File: src/rtl/dbell_pkg.sv
package dbell_pkg;

    localparam int NFLAG  = 4;
    localparam int BYTE_W = 2 * NFLAG;

    typedef enum logic [1:0] {
        SEL_NONE = 2'd0,
        SEL_CTRL = 2'd1,
        SEL_STAT = 2'd2
    } sel_e;

    typedef struct packed {
        logic [NFLAG-1:0] en;
        logic [NFLAG-1:0] fl;
    } stat_t;

    typedef struct packed {
        logic [NFLAG-1:0] set;
        logic [NFLAG-1:0] clr;
    } ctrl_t;

    function automatic sel_e decode_addr(
        input logic [15:0] a,
        input logic [15:0] stat_ofs,
        input logic [15:0] ctrl_ofs
    );
        if (a == stat_ofs)      return SEL_STAT;
        else if (a == ctrl_ofs) return SEL_CTRL;
        else                    return SEL_NONE;
    endfunction

endpackage

File: src/rtl/dbell_flag.sv
module dbell_flag (
    input  logic clk,
    input  logic rst,
    input  logic set_i,
    input  logic clr_i,
    output logic q_o
);
    always_ff @(posedge clk) begin
        if (rst)        q_o <= 1'b0;
        else if (set_i) q_o <= 1'b1;
        else if (clr_i) q_o <= 1'b0;
    end
endmodule

File: src/rtl/dbell_rdmux.sv
module dbell_rdmux
    import dbell_pkg::*;
(
    input  sel_e               sel_i,
    input  stat_t              stat_i,
    output logic [BYTE_W-1:0]  rdata_o
);
    always_comb begin
        unique case (sel_i)
            SEL_STAT: rdata_o = stat_i;
            default:  rdata_o = '0;
        endcase
    end
endmodule

File: src/rtl/dbell_irq_regs.sv
module dbell_irq_regs
    import dbell_pkg::*;
#(
    parameter logic [15:0] STAT_OFS = 16'h1001,
    parameter logic [15:0] CTRL_OFS = 16'h1000,
    parameter int          N_LM     = 2
) (
    input  logic               clk,
    input  logic               rst,
    input  logic [15:0]        addr,
    input  logic               wr_en,
    input  logic [7:0]         wdata,
    output logic [7:0]         rdata,
    input  logic [N_LM-1:0]    lm_hit,
    output logic [NFLAG-1:0]   irq
);
    sel_e             sel;
    logic             wr_ctrl;
    logic             wr_stat;
    ctrl_t            cw;
    logic [NFLAG-1:0] hit_vec;
    logic [NFLAG-1:0] fl;
    logic [NFLAG-1:0] en;
    stat_t            stat;

    assign sel     = decode_addr(addr, STAT_OFS, CTRL_OFS);
    assign wr_ctrl = wr_en && (sel == SEL_CTRL);
    assign wr_stat = wr_en && (sel == SEL_STAT);
    assign cw      = wdata;
    assign hit_vec = NFLAG'(lm_hit);

    // enable bits: only the upper nibble of a status write lands
    always_ff @(posedge clk) begin
        if (rst)          en <= '0;
        else if (wr_stat) en <= wdata[7:4];
    end

    for (genvar k = 0; k < NFLAG; k++) begin : g_flag
        logic set_k;
        logic clr_k;
        assign set_k = (wr_ctrl && cw.set[k]) || hit_vec[k];
        assign clr_k = wr_ctrl && cw.clr[k];

        dbell_flag u_flag (
            .clk   (clk),
            .rst   (rst),
            .set_i (set_k),
            .clr_i (clr_k),
            .q_o   (fl[k])
        );

        AST_SET_WINS: assert property (@(posedge clk) disable iff (rst)
            (wr_ctrl && cw.set[k] && cw.clr[k]) |=> fl[k]);
        AST_CLR_ONLY: assert property (@(posedge clk) disable iff (rst)
            (wr_ctrl && cw.clr[k] && !cw.set[k] && !hit_vec[k]) |=> !fl[k]);
        AST_FLAG_HOLD: assert property (@(posedge clk) disable iff (rst)
            (!wr_ctrl && !hit_vec[k]) |=> $stable(fl[k]));
        if (k < N_LM) begin : g_hit
            AST_HIT_SETS: assert property (@(posedge clk) disable iff (rst)
                lm_hit[k] |=> fl[k]);
        end
    end

    assign stat.en = en;
    assign stat.fl = fl;
    assign irq     = en & fl;

    dbell_rdmux u_rdmux (
        .sel_i   (sel),
        .stat_i  (stat),
        .rdata_o (rdata)
    );

    AST_EN_HOLD: assert property (@(posedge clk) disable iff (rst)
        !wr_stat |=> $stable(en));
    AST_CTRL_READ_ZERO: assert property (@(posedge clk) disable iff (rst)
        (sel == SEL_CTRL) |-> (rdata == 8'h00));
    AST_IRQ_LEVEL: assert property (@(posedge clk) disable iff (rst)
        (sel == SEL_STAT) |-> (irq == (rdata[7:4] & rdata[3:0])));
    AST_RESET_CLEAN: assert property (@(posedge clk)
        $past(rst) |-> (irq == '0));
endmodule

File: config.mk
export PLATFORM = sky130hd
export DESIGN_NAME = dbell_irq_regs
export DESIGN_NICKNAME = d
export VERILOG_FILES = /design/src/rtl/dbell_pkg.sv /design/src/rtl/dbell_flag.sv /design/src/rtl/dbell_rdmux.sv /design/src/rtl/dbell_irq_regs.sv
export SDC_FILE = /design/constraint.sdc
export NUM_CORES = 1
export LEC_CHECK = 0
export ABC_AREA = 1
export CORE_MARGIN = 5
export CORE_UTILIZATION = 25
export DETAILED_ROUTE_END_ITERATION = 7
export PLACE_DENSITY = 0.71
export SETUP_SLACK_MARGIN = 0.4
export SYNTH_ARGS = -nofsm -noshare
export SYNTH_HDL_FRONTEND = slang
export SYNTH_SLANG_ARGS = --single-unit
File: constraint.sdc
create_clock -name clk -period 1.7 [get_ports clk]
set_clock_uncertainty 0.05 [all_clocks]
set_input_delay 0.34 -clock clk [delete_from_list [all_inputs] [get_ports clk]]
set_output_delay 0.34 -clock clk [all_outputs]
set_load 0.02 [all_outputs]
==> qor.yml, run 1 <==
status:
  outcome: "finished with violations"
  violations: "setup timing"
sta:
  tightest_slew_ps: 437.2
  relSlewSlack: 0.7076
  rsz0062_at_grt: "true"
  post-route-min-period_ps: 1770
  fmax_mhz: 564.9
  fin_setup_tns_ps: -386.9
  setup_ws_ps: -70.32
  final-setup-viol-count: 8
  holdWs_ps: 415.9
  post-route-period-util: 1.041
  hold_viol_final: 0
  slew_viol_final: 0
floorplan:
  die-area_um2: 3440
  start_util: 0.2650
  placement_rows: 17
  die_height_um: 58.66
  fp.coreArea_um2: 2233
  die_w_um: 58.66
  io_pins: 41
detailed_routing:
  drc: 0
  vias: 883
  ant_nets: 0
  firstDrtPassIters: 4
  viasPerCell: 4.599
  routed_wl_um: 2684
  wire_per_inst_um: 13.98
  drt_iter0_drc: 30
power_and_ir_drop:
  vdd_drop_max_mv: 0.4334
  power.density_cell_area_nw_per_um2: 328.5
  fin_total_pwr_uw: 501.0
  p_leak_nw: 0.6901
cells_and_area:
  fin_area_um2: 1525
  final_common_cell: "buf_6"
  layout.cells.non_filler: 192
  synthToLayoutAreaGrowth_pct: 157.7
  nNetsFinal: 195
  utilization: 0.6829
  diodes: 0
  n_fill_cell: 164
  layout_common_cells: "30 x buf_6, 19 x inv_1, 13 x nor2_4"
  drive_above_1_share: 0.6402
job:
  max_cap_viol_count: 0
critical_path:
  reg2reg_slack_ps: 1030
  cp.buffers_inverters: 4
  slowest_delay_ps: 220
  crit_path_frequent_cell: "nor2_4"
  cp-start-kind: "primary input"
  reg2reg_depth: 2
  critPathArrivalTime_ps: 1380
  worstSetupPathType: "primary input to output pin"
  crit_path_end_kind: "output pin"
  slowest_stage: "nor3_4"
  crit_chain: "buf_8 > clkinv_4 > nor2_4 > nand2_4 > nor3_4 > nand4_4 > buf_12 > nor2_4 > buf_6"
  cp.required_ps: 1310
  worst-path-max-fanout: 8
  critPathTopFamily: "simple AND/OR/NAND/NOR gates"
  crit_cells: 9
synth:
  synth.area.top_cells: "dfxtp_1 27%, inv_1 16%, nand2_1 12%"
  synth_cells: 96
  yosysUniqueCellTypes: 18
  synth_warnings: 0
  netlist_area_um2: 591.8
  syn_nets: 125
  synth_top_area_frac: 0.2706
  avgSynthCellArea_um2: 6.165
  synth.largest_area_cell: "dfxtp_1"
  ys_ff_latch: 8
  ys_seq_area_frac: 0.2706
place:
  dp_slack_ps: -1034
  dp_cells: 172
  hpwl_um: 1621
  io_buffers: 40
  gp_congestion: 0.7521
  placed_area_um2: 1170
cts:
  cts_root_buf: "clkbuf_4"
  clock_sinks: 8
  insertion_delay_ps: 260
  cts_buffers: 3
  cts_tree: "done"
  max-clock-path-buffers: 2
  h-tree-depth: 1
  clk_pin_slew_ps: 50
grt:
  grt_pass1_wl_um: 3829
  grt_util_met3: 0.04825
  busiest_layer: "met2"
  use_met2: 0.2711
  use_met1: 0.1490
  grt_max_degree: 9
  grt_antenna_before_repair: 0
  overflow: 0
  first_global_vias: 853
  grt.total_usage: 0.1473
hold_path:
  hp-class: "register to register"
  hold_path_depth: 2
final cells by class:
| class | instances | area, µm² | area share |
|---|---|---|---|
| timing repair buffer | 66 | 660.6 | 0.4331 |
| multi-input combinational | 60 | 510.5 | 0.3347 |
| sequential | 8 | 170.2 | 0.1116 |
| inverter | 27 | 126.4 | 0.08285 |
| tap | 28 | 35.03 | 0.02297 |
| clock buffer | 3 | 22.52 | 0.01477 |
registers in the layout, indices dropped and copies added (netlist names):
signal and count:
en 4, g_flag.u_flag.q_o 4
routing by layer:
| metal | up-vias | part of all wire | routed length (µm) |
|---|---|---|---|
| met2 | 31 | 0.54 | 1451 |
| li1 | 434 | - | - |
| met5 | - | 0 | 0 |
| met1 | 405 | 0.35 | 938 |
| met3 | 13 | 0.055 | 148 |
| met4 | 0 | 0.054 | 146 |
power breakdown:
group          internal, mW  total (mW)  switching [mW]
Clock                0.0809       0.148          0.0666
Sequential            0.190       0.192         0.00244
Combinational        0.0931       0.161          0.0681
Total                 0.364       0.501           0.137
cell usage after synthesis:
cell type,count
a21oi_1,8
clkdlybuf4s25_2,1
clkinv_1,1
dfxtp_1,8
inv_1,25
inv_2,1
nand2_1,19
nand2_2,1
nand3_1,1
nand3_2,2
nand4_1,8
nand4_2,1
nor2_1,12
nor2_2,3
nor2_4,1
nor2_8,1
nor3_2,1
o21ai_0,2
worst paths after layout:
check,startpoint,end
min reg2reg,en[1],en[1]
max reg2reg,g_flag[3].u_flag.q_o,g_flag[3].u_flag.q_o
min,en[1],en[1]
max,addr[12],rdata[4]
worst reg2reg max path, delay by kind of cell (launching register included):
kind | cells | cell delay (ps)
flip-flops | 1 | 350
AO/OA/AOI/OAI | 2 | 190
cell families after synthesis:
kind of cell           after synthesis  share of synthesized area
flip-flops                           8                     0.2706
AND/OR/NAND/NOR                     50                     0.4567
AO/OA/AOI/OAI                       10                    0.08457
buffers and inverters               28                     0.1881
timing repair:
item / 4_1_cts / 5_1_grt
pin swaps: 27 / 22
buffers inserted: 13 / 4
setup endpoints to repair: 20 / 19
hold buffers: 0 / 0
resized for setup: 146 / 46
Power figures use the tool's default switching activity.
==> run 2: changes to the inputs <==
==> constraint.sdc (replaced) <==
create_clock -name clk -period 1.7 [get_ports clk]
set_clock_uncertainty 0.05 [all_clocks]
set_input_delay 0.34 -clock clk [delete_from_list [all_inputs] [get_ports clk]]
set_output_delay 0.34 -clock clk [all_outputs]
set_load 0.05 [all_outputs]
==> run 2 against run 1 <==
The flow still finishes with violations (setup timing). Core utilization increased by 3.3 points. Wire length down 14%. Fmax decreased by 2.3%.
==> qor.yml, run 2 (synthesized netlist as in run 1, its figures left out) <==
status:
  outcome: "finished with violations"
  violations: "setup timing"
sta:
  setup_ws_ps: -111.2
  slew_viol_final: 0
  rsz0062_at_grt: "true"
  final-setup-viol-count: 8
  post-route-period-util: 1.065
  tightest_slew_ps: 406.2
  holdWs_ps: 422.8
  fmax_mhz: 552.1
  relSlewSlack: 0.7283
  post-route-min-period_ps: 1811
  hold_viol_final: 0
floorplan:
  die-area_um2: 3440
  placement_rows: 17
  io_pins: 41
  fp.coreArea_um2: 2233
  die_w_um: 58.66
  start_util: 0.2650
  die_height_um: 58.66
cts:
  cts_tree: "done"
  cts_root_buf: "clkbuf_4"
  clock_sinks: 8
  max-clock-path-buffers: 2
  insertion_delay_ps: 250
  h-tree-depth: 1
  clk_pin_slew_ps: 50
  cts_buffers: 3
  postCtsHoldBufs: 0
critical_path:
  slowest_delay_ps: 170
  cp.required_ps: 1310
  reg2reg_depth: 3
  crit_path_end_kind: "output pin"
  worst-path-max-fanout: 8
  crit_chain: "buf_8 > inv_6 > nand2_4 > nor2_4 > inv_2 > nor3_4 > nand4_4 > buf_12 > nor2_4 > buf_12"
  worstSetupPathType: "primary input to output pin"
  critPathArrivalTime_ps: 1420
  cp-start-kind: "primary input"
  slowest_stage: "buf_12"
detailed_routing:
  wire_per_inst_um: 12.08
  ant_nets: 0
  routed_wl_um: 2295
  vias: 851
  drc: 0
  firstDrtPassIters: 4
  drt_iter0_drc: 11
  viasPerCell: 4.479
grt:
  grt.total_usage: 0.1409
  overflow: 0
  grt_pass1_wl_um: 3588
  first_global_vias: 866
  grt_antenna_before_repair: 0
  grt_max_degree: 9
job:
  max_cap_viol_count: 0
cells_and_area:
  synthToLayoutAreaGrowth_pct: 170.2
  layout_common_cells: "16 x inv_1, 14 x nor2_4, 14 x buf_12"
  drive_above_1_share: 0.6605
  diodes: 0
  fin_area_um2: 1599
  final_common_cell: "inv_1"
  reg_top3: "en (4), g_flag.u_flag.q_o (4)"
  nNetsFinal: 193
place:
  gp_congestion: 0.8330
  dp_slack_ps: -622.4
  io_buffers: 40
  hpwl_um: 1773
  placed_area_um2: 1355
hold_path:
  hp-class: "register to register"
  hold_path_depth: 2
power_and_ir_drop:
  power.density_cell_area_nw_per_um2: 306.6
  fin_total_pwr_uw: 490.2
  vdd_drop_max_mv: 0.4313
  p_leak_nw: 0.6887
## run 2: routing by layer
| layer | vias up | GRT usage | share of wire | routed length (µm) |
|---|---|---|---|---|
| li1 | 427 | - | - | - |
| met1 | 396 | 0.1105 | 0.30 | 696 |
| met2 | 24 | 0.2998 | 0.62 | 1414 |
| met3 | 4 | 0.03509 | 0.058 | 132 |
| met4 | 0 | 0.07767 | 0.023 | 52 |
| met5 | - | 0 | 0 | 0 |
## run 2: worst paths after layout
check | startpoint | slack (ps) | end
max | addr[5] | -110 | rdata[2]
min | en[3] | 420 | en[3]
max reg2reg | en[1] | 950 | en[1]
min reg2reg | en[3] | 420 | en[3]
## run 2: what timing repair did
action                                  in CTS  in global routing
setup buffers                               10                  4
gates resized for setup                     81                 19
pin swaps                                   27                 20
endpoints found under the setup margin      20                 20
## run 2: worst max-delay path: cells and delay by family
family,cells,cell delay [ps]
buf+inv,5,510
simple gates,5,560
## run 2: final cells by class
type,instances,area (µm²)
Timing Repair Buffer,64,733.2
Clock buffer,3,22.52
Sequential cell,8,170.2
Multi-Input combinational cell,60,511.7
Tap cell,28,35.03
Fill cell,169,634.4
Inverter,27,126.4
## run 2: metrics by stage
step                      setup TNS, ps  std cells    util
after floorplan                  -881.8         96       -
after global placement            -5815        173  0.6067
after detailed placement          -6535        173  0.6067
after CTS                         -1284        186  0.6919
after global routing              -1279        190  0.7160
final                            -799.2        190  0.7160
## run 2: where the power goes
group / switching (mW) / total [mW] / internal, mW
clock: 0.0632 / 0.144 / 0.0807
sequential: 0.00312 / 0.195 / 0.192
combinational: 0.0651 / 0.151 / 0.0863
